[config.mk]
export PLATFORM = sky130hd
export DESIGN_NAME = steppulse_timer
export DESIGN_NICKNAME = d
export VERILOG_FILES = /design/src/rtl/spt_pkg.sv /design/src/rtl/spt_counter.sv /design/src/rtl/spt_compare_bank.sv /design/src/rtl/spt_wave_out.sv /design/src/rtl/spt_irq_status.sv /design/src/rtl/steppulse_timer.sv
export SDC_FILE = /design/constraint.sdc
export NUM_CORES = 1
export LEC_CHECK = 0
export ABC_CLOCK_PERIOD_IN_PS = 4900
export BUFFER_PORTS_ARGS = -buffer_cell sky130_fd_sc_hd__buf_2
export CELL_PAD_IN_SITES_DETAIL_PLACEMENT = 1
export CELL_PAD_IN_SITES_GLOBAL_PLACEMENT = 1
export CORE_MARGIN = 2
export CORE_UTILIZATION = 30
export CTS_CLUSTER_DIAMETER = 150
export DETAILED_ROUTE_END_ITERATION = 6
export GPL_ROUTABILITY_DRIVEN = 0
export PLACE_DENSITY = 0.68
export SLEW_MARGIN = 0
export SYNTH_ARGS = -nofsm -noshare
export SYNTH_HDL_FRONTEND = slang
export SYNTH_SLANG_ARGS = --single-unit
[constraint.sdc]
create_clock -name clk -period 4.9 [get_ports clk]
set_input_delay 0.98 -clock clk [delete_from_list [all_inputs] [get_ports clk]]
set_output_delay 0.98 -clock clk [all_outputs]
set_load 0.02 [all_outputs]
[src/rtl/spt_pkg.sv]
package spt_pkg;
  localparam int NUM_OUT = 2;
  localparam logic [2:0] ADR_CTRL  = 3'd0;
  localparam logic [2:0] ADR_CMPA  = 3'd1;
  localparam logic [2:0] ADR_CMPB  = 3'd2;
  localparam logic [2:0] ADR_CMPS  = 3'd3;
  localparam logic [2:0] ADR_ARM   = 3'd4;
  localparam logic [2:0] ADR_CLREN = 3'd5;
  localparam logic [2:0] ADR_MSET  = 3'd6;
  localparam logic [2:0] ADR_MCLR  = 3'd7;
endpackage

[src/rtl/spt_counter.sv]
module spt_counter #(
  parameter int W = 16
) (
  input  logic         clk,
  input  logic         rst_n,
  input  logic         start,
  input  logic         halt,
  output logic [W-1:0] cnt,
  output logic         run,
  output logic         wrap_evt
);
  localparam logic [W-1:0] CMAX = {W{1'b1}};

  function automatic logic [W-1:0] next_count(input logic [W-1:0] c);
    return c + 1'b1;
  endfunction

  assign wrap_evt = run && (cnt == CMAX);

  always_ff @(posedge clk or negedge rst_n) begin
    if (!rst_n) begin
      cnt <= '0;
      run <= 1'b0;
    end else if (start) begin
      cnt <= '0;
      run <= 1'b1;
    end else if (halt) begin
      run <= 1'b0;
    end else if (run) begin
      cnt <= next_count(cnt);
    end
  end

  // a running counter steps by exactly one
  a_r1_count_step: assert property (@(posedge clk) disable iff (!rst_n)
    (run && !start && !halt) |=> (cnt == W'($past(cnt) + 1'b1)));
  // a start command brings the count to zero
  a_r1_start_zero: assert property (@(posedge clk) disable iff (!rst_n)
    start |=> (cnt == '0 && run));
endmodule

[src/rtl/spt_compare_bank.sv]
module spt_compare_bank #(
  parameter int W     = 16,
  parameter int N     = 2,
  parameter int DELAY = 20
) (
  input  logic                clk,
  input  logic                rst_n,
  input  logic [W-1:0]        cnt,
  input  logic                run,
  input  logic [W-1:0]        wdata,
  input  logic [N-1:0]        wr_cmp,
  input  logic                wr_shared,
  input  logic                arm,
  input  logic                wr_clren,
  output logic [N-1:0][W-1:0] cmp,
  output logic [W-1:0]        cmp_s,
  output logic [N-1:0]        clr_en,
  output logic [N-1:0]        set_hit,
  output logic [N-1:0]        clr_hit
);
  localparam logic [W-1:0] DLY = W'(DELAY);

  function automatic logic [W-1:0] arm_target(input logic [W-1:0] c);
    return c + DLY;
  endfunction

  logic shared_match;
  assign shared_match = run && (cnt == cmp_s);

  for (genvar i = 0; i < N; i++) begin : g_chan
    always_ff @(posedge clk or negedge rst_n) begin
      if (!rst_n)         cmp[i] <= '0;
      else if (wr_cmp[i]) cmp[i] <= wdata;
    end
    assign set_hit[i] = run && (cnt == cmp[i]);
    assign clr_hit[i] = shared_match && clr_en[i];
  end

  always_ff @(posedge clk or negedge rst_n) begin
    if (!rst_n) begin
      cmp_s  <= '0;
      clr_en <= '0;
    end else begin
      if (arm)            cmp_s <= arm_target(cnt);
      else if (wr_shared) cmp_s <= wdata;
      if (wr_clren)       clr_en <= wdata[N-1:0];
    end
  end

  // arming loads count plus the delay
  a_r5_arm_value: assert property (@(posedge clk) disable iff (!rst_n)
    arm |=> (cmp_s == W'($past(cnt) + DLY)));
endmodule

[src/rtl/spt_wave_out.sv]
module spt_wave_out #(
  parameter int N = 2
) (
  input  logic         clk,
  input  logic         rst_n,
  input  logic [N-1:0] set_hit,
  input  logic [N-1:0] clr_hit,
  output logic [N-1:0] wave
);
  for (genvar i = 0; i < N; i++) begin : g_out
    always_ff @(posedge clk or negedge rst_n) begin
      if (!rst_n)          wave[i] <= 1'b0;
      else if (clr_hit[i]) wave[i] <= 1'b0;
      else if (set_hit[i]) wave[i] <= 1'b1;
    end

    // a lone set match raises the output
    a_r2_rise: assert property (@(posedge clk) disable iff (!rst_n)
      (set_hit[i] && !clr_hit[i]) |=> wave[i]);
    // clear has priority over set
    a_r4_clear_wins: assert property (@(posedge clk) disable iff (!rst_n)
      clr_hit[i] |=> !wave[i]);
    // with no match the output holds
    a_r3_hold: assert property (@(posedge clk) disable iff (!rst_n)
      (!set_hit[i] && !clr_hit[i]) |=> $stable(wave[i]));
  end
endmodule

[src/rtl/spt_irq_status.sv]
module spt_irq_status #(
  parameter int N = 2
) (
  input  logic         clk,
  input  logic         rst_n,
  input  logic [N-1:0] evt,
  input  logic         rd_status,
  input  logic         mask_set,
  input  logic         mask_clr,
  input  logic [N-1:0] wbits,
  output logic [N-1:0] flags,
  output logic [N-1:0] mask,
  output logic         irq
);
  function automatic logic [N-1:0] next_flags(input logic [N-1:0] f,
                                               input logic [N-1:0] e,
                                               input logic rd);
    return (rd ? '0 : f) | e;
  endfunction

  function automatic logic [N-1:0] next_mask(input logic [N-1:0] m,
                                              input logic [N-1:0] b,
                                              input logic s, input logic c);
    return (m | (s ? b : '0)) & ~(c ? b : '0);
  endfunction

  always_ff @(posedge clk or negedge rst_n) begin
    if (!rst_n) begin
      flags <= '0;
      mask  <= '0;
    end else begin
      flags <= next_flags(flags, evt, rd_status);
      mask  <= next_mask(mask, wbits, mask_set, mask_clr);
    end
  end

  assign irq = |(flags & mask);

  // a read with no new event leaves no flag
  a_r6_read_clears: assert property (@(posedge clk) disable iff (!rst_n)
    (rd_status && evt == '0) |=> (flags == '0));
  // an event is never lost, even against a read
  a_r6_keep_event: assert property (@(posedge clk) disable iff (!rst_n)
    (evt != '0) |=> ((flags & $past(evt)) == $past(evt)));
  // the level holds until read or masked off
  a_r7_irq_hold: assert property (@(posedge clk) disable iff (!rst_n)
    (irq && !rd_status && !mask_clr) |=> irq);
endmodule

[src/rtl/steppulse_timer.sv]
module steppulse_timer #(
  parameter int CNT_W = 16,
  parameter int DELAY = 20
) (
  input  logic             clk,
  input  logic             rst_n,
  input  logic             reg_wr,
  input  logic [2:0]       reg_waddr,
  input  logic [CNT_W-1:0] reg_wdata,
  input  logic             reg_rd,
  input  logic [2:0]       reg_raddr,
  output logic [CNT_W-1:0] reg_rdata,
  output logic             step_a,
  output logic             step_b,
  output logic             irq
);
  import spt_pkg::*;
  localparam int N = NUM_OUT;

  logic [CNT_W-1:0]        cnt;
  logic                    run, wrap_evt;
  logic                    start_cmd, halt_cmd;
  logic [N-1:0]            wr_cmp;
  logic                    wr_shared, arm, wr_clren, mask_set, mask_clr, rd_status;
  logic [N-1:0][CNT_W-1:0] cmp;
  logic [CNT_W-1:0]        cmp_s;
  logic [N-1:0]            clr_en, set_hit, clr_hit, wave, flags, mask;

  assign start_cmd = reg_wr && reg_waddr == ADR_CTRL && reg_wdata[0];
  assign halt_cmd  = reg_wr && reg_waddr == ADR_CTRL && reg_wdata[1];
  assign wr_cmp[0] = reg_wr && reg_waddr == ADR_CMPA;
  assign wr_cmp[1] = reg_wr && reg_waddr == ADR_CMPB;
  assign wr_shared = reg_wr && reg_waddr == ADR_CMPS;
  assign arm       = reg_wr && reg_waddr == ADR_ARM;
  assign wr_clren  = reg_wr && reg_waddr == ADR_CLREN;
  assign mask_set  = reg_wr && reg_waddr == ADR_MSET;
  assign mask_clr  = reg_wr && reg_waddr == ADR_MCLR;
  assign rd_status = reg_rd && reg_raddr == ADR_ARM;

  spt_counter #(.W(CNT_W)) u_cnt (
    .clk(clk), .rst_n(rst_n), .start(start_cmd), .halt(halt_cmd),
    .cnt(cnt), .run(run), .wrap_evt(wrap_evt)
  );

  spt_compare_bank #(.W(CNT_W), .N(N), .DELAY(DELAY)) u_cmp (
    .clk(clk), .rst_n(rst_n), .cnt(cnt), .run(run), .wdata(reg_wdata),
    .wr_cmp(wr_cmp), .wr_shared(wr_shared), .arm(arm), .wr_clren(wr_clren),
    .cmp(cmp), .cmp_s(cmp_s), .clr_en(clr_en),
    .set_hit(set_hit), .clr_hit(clr_hit)
  );

  spt_wave_out #(.N(N)) u_wave (
    .clk(clk), .rst_n(rst_n), .set_hit(set_hit), .clr_hit(clr_hit), .wave(wave)
  );

  spt_irq_status #(.N(N)) u_irq (
    .clk(clk), .rst_n(rst_n), .evt(set_hit), .rd_status(rd_status),
    .mask_set(mask_set), .mask_clr(mask_clr), .wbits(reg_wdata[N-1:0]),
    .flags(flags), .mask(mask), .irq(irq)
  );

  assign step_a = wave[0];
  assign step_b = wave[1];

  always_comb begin
    reg_rdata = '0;
    if (reg_rd) begin
      case (reg_raddr)
        ADR_CTRL:           reg_rdata = cnt;
        ADR_CMPA:           reg_rdata = cmp[0];
        ADR_CMPB:           reg_rdata = cmp[1];
        ADR_CMPS:           reg_rdata = cmp_s;
        ADR_ARM:            reg_rdata = CNT_W'(flags);
        ADR_CLREN:          reg_rdata = CNT_W'(clr_en);
        ADR_MSET, ADR_MCLR: reg_rdata = CNT_W'(mask);
        default:            reg_rdata = '0;
      endcase
    end
  end

  // wrapping by itself raises no flag
  a_r10_wrap_quiet: assert property (@(posedge clk) disable iff (!rst_n)
    (wrap_evt && set_hit == '0 && flags == '0) |=> (flags == '0));
  // a mask-set write turns its bits on
  a_r8_mask_set: assert property (@(posedge clk) disable iff (!rst_n)
    (mask_set && !mask_clr) |=> ((mask & $past(reg_wdata[N-1:0])) == $past(reg_wdata[N-1:0])));
  // a mask-clear write turns its bits off
  a_r8_mask_clr: assert property (@(posedge clk) disable iff (!rst_n)
    mask_clr |=> ((mask & $past(reg_wdata[N-1:0])) == '0));
endmodule

Word-level counts from Yosys, hierarchy flattened
Index checks and enable logic that the tools add are counted.
- add/subtract/negate cells: 2
- eq/ne operators: 18
- muxes and demuxes: 16
- bitwise gates (word level): 5
- reduce and logical (&&, ||, !) cells: 26
- operator list (operator ; number):
    16-bit case mux with 7 select lines ; 1
    16-bit 2-to-1 mux ; 6
    16-bit equality test ; 3
    3-bit equality test, second input constant ; 8
    16-bit by 1-bit adder with 16-bit output, second input constant ; 1
    16-bit by 5-bit adder with 16-bit output, second input constant ; 1
    1-bit logical AND ; 16
    3-bit by 2-bit equality test with 1-bit output, second input constant ; 4
    2-bit nonzero test ; 5
    3-bit by 1-bit equality test with 1-bit output, second input constant ; 2
    3-bit logical NOT ; 2
    1-bit 2-to-1 mux ; 6
    2-bit 2-to-1 mux ; 3
    2-bit AND ; 2
    2-bit bitwise OR ; 2
    2-bit OR reduction ; 2
    2-bit inequality test, second input constant ; 1
    2-bit inverter ; 1
    2-bit AND reduction ; 1
- bits in registers: 73
- input port bits: 26
- output and inout bits: 19
- logic and storage cells: 77

Longest topological paths before layout
- depth in word-level cells: 5
- depth in mapped cells: 7
- mapped depth without buffers: 6

Cells and area by module
Synthesis repeated with hierarchy kept, for this count alone.
- cell total of the unflattened synthesis: 444
- area total of the unflattened synthesis: 4707.0 µm²
- by module, submodules not included (module ; instances ; cells an instance ; area each (µm²) ; sequential area each (µm²)):
    spt_compare_bank ; 1 ; 255 ; 2967.8 ; 1251.2
    spt_counter ; 1 ; 84 ; 837.1 ; 425.4
    steppulse_timer ; 1 ; 89 ; 684.4 ; 0.0
    spt_irq_status ; 1 ; 12 ; 147.6 ; 100.1
    spt_wave_out ; 1 ; 4 ; 70.1 ; 50.0

Worst setup path after synthesis
OpenSTA, ideal clock, no wires.
- path kind: in2out
- from: input port reg_rd
- to: output port reg_rdata[10]
- data arrival time: 2.008 ns
- data required time: 3.920 ns
- slack: 1.912 ns
- cell stages on the path: 4
- path buffers: 1
- cells stage by stage: nor2b_1 clkbuf_1 o221ai_1 a21oi_1
- longest elaborated chain between the ends: 1
- ends and longest elaborated chain (item ; line ; source):
    start: declaration ; steppulse_timer.sv:10 ; input logic reg_rd,
    16-bit 2-to-1 mux ; steppulse_timer.sv:67 ; if (reg_rd) begin
    end: declaration ; steppulse_timer.sv:12 ; output logic [CNT_W-1:0] reg_rdata,
Every way passes these cells.

Worst setup path after layout
- from: input port reg_raddr[0]
- to: output port reg_rdata[7]
- longest elaborated chain between the ends: 4
- elaborated cells on any way between the ends: 11
- classes of those cells: 7 x eq/ne; 2 x mux; 2 x reduce/logical
- ends and longest elaborated chain (item ; line ; source):
    start: declaration ; steppulse_timer.sv:11 ; input logic [2:0] reg_raddr,
    3-bit equality test ; steppulse_timer.sv:68 ; case (reg_raddr)
    2-bit OR reduction ; steppulse_timer.sv:68 ;
    16-bit case mux with 7 select lines * ; steppulse_timer.sv:68 ;
    16-bit 2-to-1 mux * ; steppulse_timer.sv:67 ;
Mark *: on every way between the ends. The rest lies on a longest branch, timed or not.

==> out/results.env <==
SETUP.WORST_PATH.CLASS='input port to output port'
FMAXACHIEVABLE_MHz=266
HOLD_BUF_CTS=0
PLACE.DETAILED.INSTANCES=638
PWR-SHARE-CLK_PCT=31.6
PORT_BUFFERS=44
NUM_VIAS=3552
ANT_NETS=0
FINALSETUPVIOLCOUNT=0
DESIGN.PORTCOUNT=45
POWER.NET_SWITCHING_uW=823
TIGHTEST_SLEW_NS=1.07
COREAREA_MM2=0.0144
ROUTED_WIRELENGTH_UM=13600
CLKTRANSATPATHREGS_NS=0.06
CTS-BUFFERS-INSERTED=9
YOSYSWARNINGS=0
CLK_LATENCY_NS=0.34
DETAIL_ROUTE.DRC_VIOLATIONS=0
WL_PER_CELL_UM=20.8
POST_SYNTH_NUM_CELL_TYPES=47
SYNTH.NET_COUNT=472
CELL_AREA_AFTER_TECHNOLOGY_MAPPING_MM2=0.00441
CLK_PATH_BUF_DEPTH=2
EFFECTIVE_UTILIZATION_AT_FLOORPLAN_PCT=30.6
CTS_TREE='done'
GRT_ANTENNA_BEFORE_REPAIR=0
FIN_AREA_MM2=0.00502
GRT_START_MAX_NET_PINS=74
DP_SLACK_NS=1.17
MIN_PERIOD_NS=3.76
MAXSLEWVIOLCOUNT=0
SEQ_AREA_FRAC_SYNTH_PCT=41.5
CTS_REPAIR_RESIZE_COUNT=0
ANTENNA-DIODE-COUNT=0
P_LEAK_uW=0.00209
SETUP_TNS_NS=0
LAYOUTNONFILLERINSTCOUNT=654
WORST-R2R-CELL-COUNT=6
GRT_FIRST_PASS_WIRELENGTH_UM=22000
DP_HPWL_UM=9710
START_KIND='input port'
CLOCK-SKEW-FINAL_NS=0.00854
DETAILED_PLACE.AREA_MM2=0.00469
FIN_CRIT_SH_PCT=76.8
POWER_FRAC_SEQ_PCT=42.6
DIE_W_UM=125
ROUTE.DETAILED.VIAS_PER_INST=5.43
SWITCHING_SHARE_PCT=35.4
NUM-NETS-FINAL=493
CLOCK_TREE.ROOT_CELL='sky130_fd_sc_hd__clkbuf_16'
NUMCLOCKSINKS=73
WORST_MAX_SLEW_MARGIN_EXPRESSED_RELATIVE_TO_THE_LIMIT_PCT=28.7
CRITICAL_PATH_PEAK_FANOUT=23
DRT_PASS1_ITERATIONS=4
CRITICAL_PATH.ENDPOINT_TYPE='output port'
NFILLCELLS=1653
FIN_WS_NS=1.14
WP_DATA_ARRIVAL_NS=2.78
REQUIRED_NS=3.92
LAYOUT-DRIVE-GT1-SHARE_PCT=21.5
FLOPS_LATCHES_SYNTH=73
P_INT_uW=1500
TIMING.MAX_CAP.VIOLATIONS=0
NUMBER_OF_GLOBAL_ROUTE_VIAS_BEFORE_REPAIR=3809
ROWS=44
TOTAL_GRT_OVERFLOW=0
POWER.DENSITY_mW_PER_MM2=463
GRTUSAGETOTAL_PCT=17.9
CTS-HTREE-LEVELS=3
FINAL_HOLD_VIOL_COUNT=0
FLOORPLAN.DIE_AREA_MM2=0.0157
AREA_GROWTH_SYN_TO_LAYOUT_PCT=13.9
DR.FIRST_ITER.DRC_COUNT=216
IRDROPWORSTVDD_V=0.000181
SETUP_REPAIR_AFTER_GLOBAL_ROUTING_MISSED_ITS_MARGIN='no'
POWER.SHARE.COMBINATIONAL_PCT=25.9
POSTCTSSETUPBUFFERS=0
HOLDPATHSTAGES=1
OUTCOME='finished, final reports clean'
SYNTHESIS.AREA_PER_INSTANCE_UM2=9.93
MIN-DELAY-PATH-CLASS='flip-flop to flip-flop'
SYN_INST=444
FLOORPLAN.DIE.HEIGHT_UM=125
## critical path: stages
cell,delay (ns)
sky130_fd_sc_hd__buf_2,0.50
sky130_fd_sc_hd__or3_1,0.62
sky130_fd_sc_hd__o221ai_1,0.21
sky130_fd_sc_hd__a21oi_1,0.24
sky130_fd_sc_hd__buf_2,0.21
## metal layers
layer / track usage (%) / vias to the layer above / share of wire, %
li1: - / 1613 / -
met4: 4.90 / 0 / 1.6
met2: 28.7 / 102 / 47
met3: 3.98 / 19 / 5.7
met1: 24.4 / 1818 / 46
met5: 0 / - / 0
## flip-flops by register name (all words and copies together) (netlist names)
signal / flops
u_irq.mask: 2
u_cmp.clr_en: 2
u_cnt.run: 1
u_cmp.cmp_s: 16
u_irq.flags: 2
u_cmp.cmp: 32
u_wave.wave: 2
u_cnt.cnt: 16
## path summary, 6_finish.rpt
check                      slack, ns             end            start
min in group asynchronous       0.79    u_cnt.cnt[0]            rst_n
max in group asynchronous       3.49   u_cmp.cmp[28]            rst_n
min                             0.50  u_wave.wave[1]  u_cmp.clr_en[1]
min reg2reg                     0.50  u_wave.wave[1]  u_cmp.clr_en[1]
max reg2reg                     2.68   u_cnt.cnt[14]     u_cnt.cnt[2]
max                             1.14    reg_rdata[7]     reg_raddr[0]
## cell families (layout without fill, tap and decap cells)
group,Yosys count,in the layout,share of synthesized area (%)
AND/OR/NAND/NOR,127,127,14.4
multiplexers,47,47,11.6
AO/OA/AOI/OAI,77,77,12.5
flip-flops,73,73,41.5
adder cells (fa/ha/maj),2,2,0.568
XOR/XNOR,74,74,14.7
buffers and inverters,44,70,4.80
## synthesized netlist by cell type (all sizes together)
library cell	instances	share of area (%)
dfrtp	73	41
xnor2	44	8.7
nand2	37	3.2
mux2	32	8.2
nor2	31	2.8
xor2	30	6.0
buf	26	3.3
a21oi	23	2.7
nand4	17	2.4
mux2i	15	3.4
o221ai	14	2.8
nand3	13	1.5
o21ai	11	1.2
a22oi	10	1.7
clkbuf	9	0.77
inv	9	0.77
and3	6	0.85
nor2b	5	0.71
nor3	5	0.57
nor4	5	0.71
o22ai	4	0.57
a2111oi	2	0.85
a211oi	2	0.62
a22o	2	0.40
a31oi	2	0.28
ha	2	0.57
a21o	1	0.17
a221o	1	0.23
a221oi	1	0.20
a311oi	1	0.20
a32oi	1	0.20
and2	1	0.14
and3b	1	0.20
and4	1	0.20
nand2b	1	0.14
nand4b	1	0.20
nor4b	1	0.54
o211ai	1	0.17
o21bai	1	0.17
or2	1	0.14
or3	1	0.14
## cell usage in the layout (no fill, tap or decap), types with 6 or more instances in the layout
master and count:
sky130_fd_sc_hd__buf_2 43, sky130_fd_sc_hd__a21oi_1 22, sky130_fd_sc_hd__nand2_1 37, sky130_fd_sc_hd__xnor2_1 44, sky130_fd_sc_hd__o21ai_0 11, sky130_fd_sc_hd__nor2_1 28, sky130_fd_sc_hd__o221ai_1 14, sky130_fd_sc_hd__clkbuf_16 9
sky130_fd_sc_hd__dfrtp_1 73, sky130_fd_sc_hd__mux2_2 32, sky130_fd_sc_hd__nand3_1 13, sky130_fd_sc_hd__nand4_1 17, sky130_fd_sc_hd__xor2_1 30, sky130_fd_sc_hd__inv_1 9, sky130_fd_sc_hd__a22oi_1 10, sky130_fd_sc_hd__mux2i_1 15
sky130_fd_sc_hd__and3_1 6
## power by group through the flow
stage / Sequential (uW) / Clock, uW / Combinational, uW
global route: 1010 / 766 / 667
finish: 989 / 733 / 601
CTS: 986 / 743 / 603
floorplan: 841 / 0 / 542
detailed placement: 995 / 0 / 593
global placement: 983 / 0 / 580
## cell type report
type                    count  area [um^2]  share of cell area [%]
repair buffers             45          230                    4.59
well taps                 184          230                    4.59
flip-flops and latches     73         1830                    36.4
multi-input cells         327         2370                    47.2
inverters                   9         33.8                   0.673
clock buffers              11          253                    5.03
clock inverters             5         77.6                    1.55
## through the flow
stage                     total power, uW  hold slack [ns]  util [%]
after detailed placement             1590            0.494      32.5
after global routing                 2440            0.523      34.8
after global placement               1560            0.485      32.5
after floorplan                      1380            0.446         -
final                                2320            0.498      34.8
after CTS                            2330            0.502      34.8
Power figures use the tool's default switching activity.
